<file path="src/rtl/usb_tx_pkg.sv">
package usb_tx_pkg;
  typedef enum logic [2:0] {
    ST_IDLE,
    ST_SYNC,
    ST_DATA,
    ST_EOP,
    ST_EOPJ
  } tx_state_e;

  typedef enum logic [2:0] {
    LN_HOLD,
    LN_TOGGLE,
    LN_SE0,
    LN_J,
    LN_OFF
  } line_cmd_e;
endpackage

</file>
<file path="src/rtl/usb_tx_stuff.sv">
module usb_tx_stuff #(
  parameter int RUN = 6
) (
  input  logic clk_i,
  input  logic rst_ni,
  input  logic step_i,
  input  logic clr_i,
  input  logic one_i,
  output logic stuff_o
);
  localparam int CW = $clog2(RUN + 1);

  logic [CW-1:0] cnt_q;

  always_ff @(posedge clk_i or negedge rst_ni) begin
    if (!rst_ni)      cnt_q <= '0;
    else if (clr_i)   cnt_q <= '0;
    else if (step_i)  cnt_q <= one_i ? cnt_q + 1'b1 : '0;
  end

  assign stuff_o = (cnt_q == CW'(RUN));

  AST_RUN_RESET: assert property (@(posedge clk_i) disable iff (!rst_ni)
    (stuff_o && step_i && !clr_i) |=> (cnt_q == '0)) else $error("run count kept");
endmodule

</file>
<file path="src/rtl/usb_tx_line.sv">
module usb_tx_line
  import usb_tx_pkg::*;
(
  input  logic      clk_i,
  input  logic      rst_ni,
  input  logic      step_i,
  input  line_cmd_e cmd_i,
  input  logic      low_speed_i,
  output logic      lvl_o,
  output logic      se0_o,
  output logic      dp_o,
  output logic      dm_o,
  output logic      oe_o
);
  logic lvl_q, se0_q, oe_q;  // lvl_q: 1 = J

  always_ff @(posedge clk_i or negedge rst_ni) begin
    if (!rst_ni) begin
      lvl_q <= 1'b1;
      se0_q <= 1'b0;
      oe_q  <= 1'b0;
    end else if (step_i) begin
      unique case (cmd_i)
        LN_TOGGLE: begin lvl_q <= ~lvl_q; se0_q <= 1'b0; oe_q <= 1'b1; end
        LN_HOLD:   begin se0_q <= 1'b0; oe_q <= 1'b1; end
        LN_SE0:    begin se0_q <= 1'b1; oe_q <= 1'b1; end
        LN_J:      begin lvl_q <= 1'b1; se0_q <= 1'b0; oe_q <= 1'b1; end
        LN_OFF:    begin lvl_q <= 1'b1; se0_q <= 1'b0; oe_q <= 1'b0; end
        default:   ;
      endcase
    end
  end

  logic j_dp;
  assign j_dp  = ~low_speed_i;
  assign dp_o  = se0_q ? 1'b0 : (lvl_q ? j_dp : ~j_dp);
  assign dm_o  = se0_q ? 1'b0 : (lvl_q ? ~j_dp : j_dp);
  assign oe_o  = oe_q;
  assign lvl_o = lvl_q;
  assign se0_o = se0_q;

  AST_STEP_ONLY: assert property (@(posedge clk_i) disable iff (!rst_ni)
    !step_i |=> $stable({lvl_q, se0_q, oe_q})) else $error("line moved off tick");
  AST_SE0_THEN_J: assert property (@(posedge clk_i) disable iff (!rst_ni)
    $fell(se0_q) |-> (lvl_q && oe_q)) else $error("no J after SE0");
  AST_SE0_DRIVEN: assert property (@(posedge clk_i) disable iff (!rst_ni)
    se0_q |-> oe_q) else $error("SE0 while released");
  AST_PAIR_DIFF: assert property (@(posedge clk_i) disable iff (!rst_ni)
    (oe_o && !se0_q) |-> (dp_o != dm_o)) else $error("pair not differential");
endmodule

</file>
<file path="src/rtl/usb_serial_tx.sv">
module usb_serial_tx
  import usb_tx_pkg::*;
#(
  parameter int DATA_W    = 8,
  parameter int STUFF_RUN = 6
) (
  input  logic              clk_i,
  input  logic              rst_ni,
  input  logic              tick_i,
  input  logic              low_speed_i,
  input  logic [DATA_W-1:0] data_i,
  input  logic              valid_i,
  output logic              ready_o,
  output logic              dp_o,
  output logic              dm_o,
  output logic              oe_o
);
  localparam int                IDX_W     = $clog2(DATA_W);
  localparam logic [DATA_W-1:0] SYNC_WORD = {1'b1, {(DATA_W-1){1'b0}}};
  localparam logic [IDX_W-1:0]  IDX_LAST  = IDX_W'(DATA_W - 1);

  tx_state_e         state_q, state_d;
  logic [IDX_W-1:0]  idx_q, idx_d;
  logic [DATA_W-1:0] shreg_q, shreg_d;

  logic      ln_step, ln_lvl, ln_se0;
  line_cmd_e ln_cmd;
  logic      st_step, st_clr, st_one, st_stuff;
  logic      emit_bit, bit_val, emit_stuff;

  always_comb begin
    state_d    = state_q;
    idx_d      = idx_q;
    shreg_d    = shreg_q;
    ready_o    = 1'b0;
    emit_bit   = 1'b0;
    emit_stuff = 1'b0;
    bit_val    = 1'b0;
    st_clr     = 1'b0;
    ln_step    = 1'b0;
    ln_cmd     = LN_HOLD;
    if (tick_i) begin
      unique case (state_q)
        ST_IDLE: if (valid_i) begin
          st_clr   = 1'b1;
          emit_bit = 1'b1;
          bit_val  = SYNC_WORD[0];
          idx_d    = IDX_W'(1);
          state_d  = ST_SYNC;
        end
        ST_SYNC: begin
          emit_bit = 1'b1;
          bit_val  = SYNC_WORD[idx_q];
          idx_d    = idx_q + 1'b1;
          if (idx_q == IDX_LAST) begin
            idx_d   = '0;
            state_d = ST_DATA;
          end
        end
        ST_DATA: begin
          if (st_stuff) emit_stuff = 1'b1;
          else if (idx_q == '0) begin
            if (valid_i) begin
              ready_o  = 1'b1;
              shreg_d  = data_i;
              emit_bit = 1'b1;
              bit_val  = data_i[0];
              idx_d    = IDX_W'(1);
            end else begin
              ln_step = 1'b1;
              ln_cmd  = LN_SE0;
              state_d = ST_EOP;
            end
          end else begin
            emit_bit = 1'b1;
            bit_val  = shreg_q[idx_q];
            idx_d    = (idx_q == IDX_LAST) ? '0 : idx_q + 1'b1;
          end
        end
        ST_EOP: begin
          ln_step = 1'b1;
          if (idx_q == '0) begin
            ln_cmd = LN_SE0;
            idx_d  = IDX_W'(1);
          end else begin
            ln_cmd  = LN_J;
            idx_d   = '0;
            state_d = ST_EOPJ;
          end
        end
        ST_EOPJ: begin
          ln_step = 1'b1;
          ln_cmd  = LN_OFF;
          state_d = ST_IDLE;
        end
        default: state_d = ST_IDLE;
      endcase
      if (emit_stuff) begin
        ln_step = 1'b1;
        ln_cmd  = LN_TOGGLE;
      end else if (emit_bit) begin
        ln_step = 1'b1;
        ln_cmd  = bit_val ? LN_HOLD : LN_TOGGLE;
      end
    end
  end

  assign st_step = emit_bit | emit_stuff;
  assign st_one  = emit_bit & bit_val;

  always_ff @(posedge clk_i or negedge rst_ni) begin
    if (!rst_ni) begin
      state_q <= ST_IDLE;
      idx_q   <= '0;
      shreg_q <= '0;
    end else begin
      state_q <= state_d;
      idx_q   <= idx_d;
      shreg_q <= shreg_d;
    end
  end

  usb_tx_stuff #(.RUN(STUFF_RUN)) u_stuff (
    .clk_i   (clk_i),
    .rst_ni  (rst_ni),
    .step_i  (st_step),
    .clr_i   (st_clr),
    .one_i   (st_one),
    .stuff_o (st_stuff)
  );

  usb_tx_line u_line (
    .clk_i       (clk_i),
    .rst_ni      (rst_ni),
    .step_i      (ln_step),
    .cmd_i       (ln_cmd),
    .low_speed_i (low_speed_i),
    .lvl_o       (ln_lvl),
    .se0_o       (ln_se0),
    .dp_o        (dp_o),
    .dm_o        (dm_o),
    .oe_o        (oe_o)
  );

  AST_READY_DRIVES: assert property (@(posedge clk_i) disable iff (!rst_ni)
    ready_o |=> (oe_o && !ln_se0)) else $error("byte taken, pair idle");
  AST_READY_SINGLE: assert property (@(posedge clk_i) disable iff (!rst_ni)
    ready_o |=> !ready_o) else $error("ready held");
  AST_STUFF_TOGGLE: assert property (@(posedge clk_i) disable iff (!rst_ni)
    (tick_i && st_stuff && state_q == ST_DATA) |=> (ln_lvl != $past(ln_lvl))) else $error("stuff missing");
  AST_NO_READY_STUFF: assert property (@(posedge clk_i) disable iff (!rst_ni)
    st_stuff |-> !ready_o) else $error("ready during stuff");
endmodule

</file>
<file path="config.mk">
export PLATFORM = sky130hd
export DESIGN_NAME = usb_serial_tx
export DESIGN_NICKNAME = d
export VERILOG_FILES = /design/src/rtl/usb_tx_pkg.sv /design/src/rtl/usb_tx_stuff.sv /design/src/rtl/usb_tx_line.sv /design/src/rtl/usb_serial_tx.sv
export SDC_FILE = /design/constraint.sdc
export NUM_CORES = 1
export LEC_CHECK = 0
export BUFFER_PORTS_ARGS = -buffer_cell sky130_fd_sc_hd__buf_2
export CAP_MARGIN = 20
export CORE_MARGIN = 3
export CORE_UTILIZATION = 56
export DETAILED_ROUTE_END_ITERATION = 6
export HOLD_SLACK_MARGIN = 0.08
export PLACE_DENSITY = 0.77
export RECOVER_POWER = 25
export SYNTH_ARGS = -nofsm -noshare
export SYNTH_HDL_FRONTEND = slang
export SYNTH_SLANG_ARGS = --single-unit
</file>
<file path="constraint.sdc">
create_clock -name clk_i -period 3 [get_ports clk_i]
set_input_delay 0.3 -clock clk_i [delete_from_list [all_inputs] [get_ports clk_i]]
set_output_delay 0.3 -clock clk_i [all_outputs]
set_load 0.05 [all_outputs]
</file>
==> impl_metrics.env <==
export IMPL_drv_cap=0
export IMPL_ys_warn_count=0
export IMPL_drive_above_1_share_pct=22.1
export IMPL_p_per_area_mw_per_mm2=983
export IMPL_endpoint_kind="primary output"
export IMPL_routabilityCongestion=0.882
export IMPL_first_global_vias=1123
export IMPL_timing_rr_start="state_q[0]$_DFFE_PN0P_"
export IMPL_area_growth_pct=11.9
export IMPL_fp_dieW_um=54.4
export IMPL_ir_drop_uv=688
export IMPL_cts_tree="yes"
export IMPL_grt_first_pass_wirelength_um=4900
export IMPL_crit_arrival_ns=2.32
export IMPL_cts_made_buffers=3
export IMPL_antenna_found_initial=0
export IMPL_p_int_w=0.000809
export IMPL_slowest_delay_ns=0.62
export IMPL_setup_tns_ns=0
export IMPL_firstDrtPassIters=4
export IMPL_dp_cells=176
export IMPL_ctsHoldBuffers=1
export IMPL_swShare_pct=43.8
export IMPL_pwr_share_comb_pct=47.1
export IMPL_vias=1133
export IMPL_track_usage_pct=22.9
export IMPL_post_route_period_util_pct=87.2
export IMPL_stdcell_count=181
export IMPL_antenna_cells=0
export IMPL_clkTransAtPathRegs_ns=0.12
export IMPL_cp_start_kind="flop"
export IMPL_syn_avg_cell_area_um2=9.42
export IMPL_nNetsFinal=173
export IMPL_crit_fanout=21
export IMPL_critPathSlowestCell="dfrtp_1"
export IMPL_synth_edf_count=0
export IMPL_ys_async_sr_fraction_pct=100
export IMPL_syn_area_mm2=0.00131
export IMPL_grt_max_degree=22
export IMPL_worstSkewPairLatency_ns=0.31
export IMPL_status="completed"
export IMPL_clock_sinks=20
export IMPL_hold_viol_final=0
export IMPL_crit_chain="or3b_1 -> nor2_1 -> nand4_1 -> buf_4 -> inv_1 -> buf_2"
export IMPL_power_frac_clock_pct=15.6
export IMPL_rsz0062_at_grt="false"
export IMPL_die_h_um=54.4
export IMPL_die_area_mm2=0.00296
export IMPL_drc=0
export IMPL_ys_types=45
export IMPL_core_area_mm2=0.00208
export IMPL_wl_per_cell_um=16.4
export IMPL_drtAntennaViolNets=0
export IMPL_period_minus_slack_ns=2.62
export IMPL_seqPwrFrac_pct=37.2
export IMPL_root_buffer="clkbuf_4"
export IMPL_slew_headroom_pct=27.9
export IMPL_hold_start="data_i[3]"
export IMPL_ys_ff_latch=20
export IMPL_hold_path_class="in -> reg"
export IMPL_initial_core_util_pct=62.9
export IMPL_slew_violations=0
export IMPL_setup_viol=0
export IMPL_n_fill_cell=161
export IMPL_cts_setup_buffers=0
export IMPL_wirelength_um=2960
export IMPL_cts_max_level=1
export IMPL_num_rows=16
export IMPL_avgViaCountPerCell=6.26
export IMPL_finClkSkew_ns=0.00336
export IMPL_clock_fmax_mhz=382
export IMPL_p_switching_w=0.000631
export IMPL_required_ns=2.70
export IMPL_crit_type="reg -> out"
export IMPL_synthCells=139
export IMPL_drtIter0Drc=44
export IMPL_grt_overflow_total=0
export IMPL_syn_nets=157
export IMPL_tightest_slew_ns=1.08
export IMPL_cts_resized=0
export IMPL_critPathLaunch="state_q[0]$_DFFE_PN0P_"
export IMPL_dp_hpwl_um=2150
export IMPL_synth_ff_type="dfrtp_1"
export IMPL_p_leak_nw=0.655
export IMPL_clk_path_buf_depth=2
export IMPL_portBuffers=16
export IMPL_seq_area_frac_synth_pct=38.3
export IMPL_io_pins=17
-- cell families after synthesis --
kind of cell             Yosys count  share of synthesized area, %
multiplexers                      14                          11.7
adder cells (fa/ha/maj)            5                          4.78
flip-flops                        20                          38.3
AO/OA/AOI/OAI                     43                          24.3
XOR/XNOR                           1                         0.669
buffers and inverters             16                          4.58
AND/OR/NAND/NOR                   40                          15.8
-- per-layer routing --
metal / vias up / share of wire, % / track usage [%]
met2: 40 / 48 / 38.0
li1: 542 / - / -
met5: - / 0 / 0
met3: 7 / 5.3 / 3.00
met1: 544 / 45 / 30.2
met4: 0 / 1.7 / 8.71
-- critical path, delay by kind of cell (launching register included) --
family                 cells  cell delay (ns)
buffers and inverters      3             0.50
flip-flops                 1             0.62
AND/OR/NAND/NOR            3             0.89
-- synth_stat cells (all sizes together), types with 2 or more instances --
cell / count / area [µm²]
a2111oi: 2 / 36.3
a211oi: 3 / 22.5
a21o: 2 / 15.0
a21oi: 6 / 30.0
and3: 2 / 12.5
clkbuf: 7 / 26.3
dfrtp: 19 / 475
ha: 5 / 62.6
inv: 9 / 33.8
mux2: 10 / 113
mux2i: 4 / 40.0
nand2: 13 / 48.8
nand2b: 3 / 18.8
nor2: 6 / 22.5
nor2b: 4 / 25.0
nor3: 3 / 15.0
nor3b: 2 / 15.0
o2111ai: 2 / 17.5
o21ai: 13 / 68.8
-- registers in the layout, indices dropped and copies added (netlist names) --
| name | count |
|---|---|
| idx_q | 3 |
| u_line.oe_o | 1 |
| u_line.se0_o | 1 |
| u_stuff.cnt_q | 3 |
| shreg_q | 8 |
| u_line.lvl_o | 1 |
| state_q | 3 |
-- power groups by stage --
stage	Combinational, W	Clock (W)	Sequential [W]
final	0.000679	0.000225	0.000537
after global routing	0.000752	0.000237	0.000557
after floorplan	0.000608	0	0.000446
after CTS	0.000676	0.000225	0.000531
after detailed placement	0.000669	0	0.000534
after global placement	0.000654	0	0.000524
-- through the flow --
stage	instance area [µm²]	setup slack, ns	total power (W)	hold WS, ns	util [%]
6_report	1470	0.383	0.00144	0.209	70.4
5_1_grt	1470	0.270	0.00155	0.200	70.4
4_1_cts	1470	0.408	0.00143	0.211	70.5
3_5_place_dp	1410	0.704	0.00120	0.276	67.5
3_3_place_gp	1410	0.737	0.00118	0.263	67.5
2_1_floorplan	1310	0.835	0.00105	0.00441	-
-- cells in the final DEF (no fill, tap or decap), drive strengths merged, types with 2 or more instances in the layout --
| master | synthesis | final |
|---|---|---|
| a21oi | 6 | 6 |
| nand2b | 3 | 3 |
| ha | 5 | 5 |
| a2111oi | 2 | 2 |
| o2111ai | 2 | 2 |
| nor3b | 2 | 2 |
| o21ai | 13 | 13 |
| and3 | 2 | 2 |
| nor3 | 3 | 3 |
| a211oi | 3 | 3 |
| inv | 9 | 9 |
| buf | 0 | 16 |
| a21o | 2 | 2 |
| mux2i | 4 | 4 |
| nand2 | 13 | 13 |
| dfrtp | 19 | 19 |
| mux2 | 10 | 10 |
| nor2b | 4 | 4 |
| clkbuf | 7 | 4 |
| nor2 | 6 | 6 |
-- cell type report --
cell class                      instances  area [µm²]  area share (%)
Timing Repair Buffer                   18        96.3            6.57
Sequential cell                        20         502            34.2
Clock buffer                            3        22.5            1.54
Tap cell                               27        33.8            2.30
Inverter                                9        33.8            2.30
Multi-Input combinational cell        103         748            51.0
Clock inverter                          1        30.0            2.05
-- final timing paths --
| check | end | slack, ns | depth (start not counted) |
|---|---|---|---|
| hold reg to reg | shreg_q[5]$_DFFE_PN0P_ | 0.52 | 1 |
| min in group asynchronous | state_q[1]$_DFFE_PN0P_ | 0.69 | 2 |
| hold / removal | shreg_q[3]$_DFFE_PN0P_ | 0.21 | 2 |
| setup / recovery | ready_o | 0.38 | 6 |
| max in group asynchronous | u_stuff.cnt_q[2]$_DFFE_PN0P_ | 1.67 | 2 |
| setup reg to reg | u_stuff.cnt_q[2]$_DFFE_PN0P_ | 0.66 | 5 |
(Power assumes the default switching activity.)
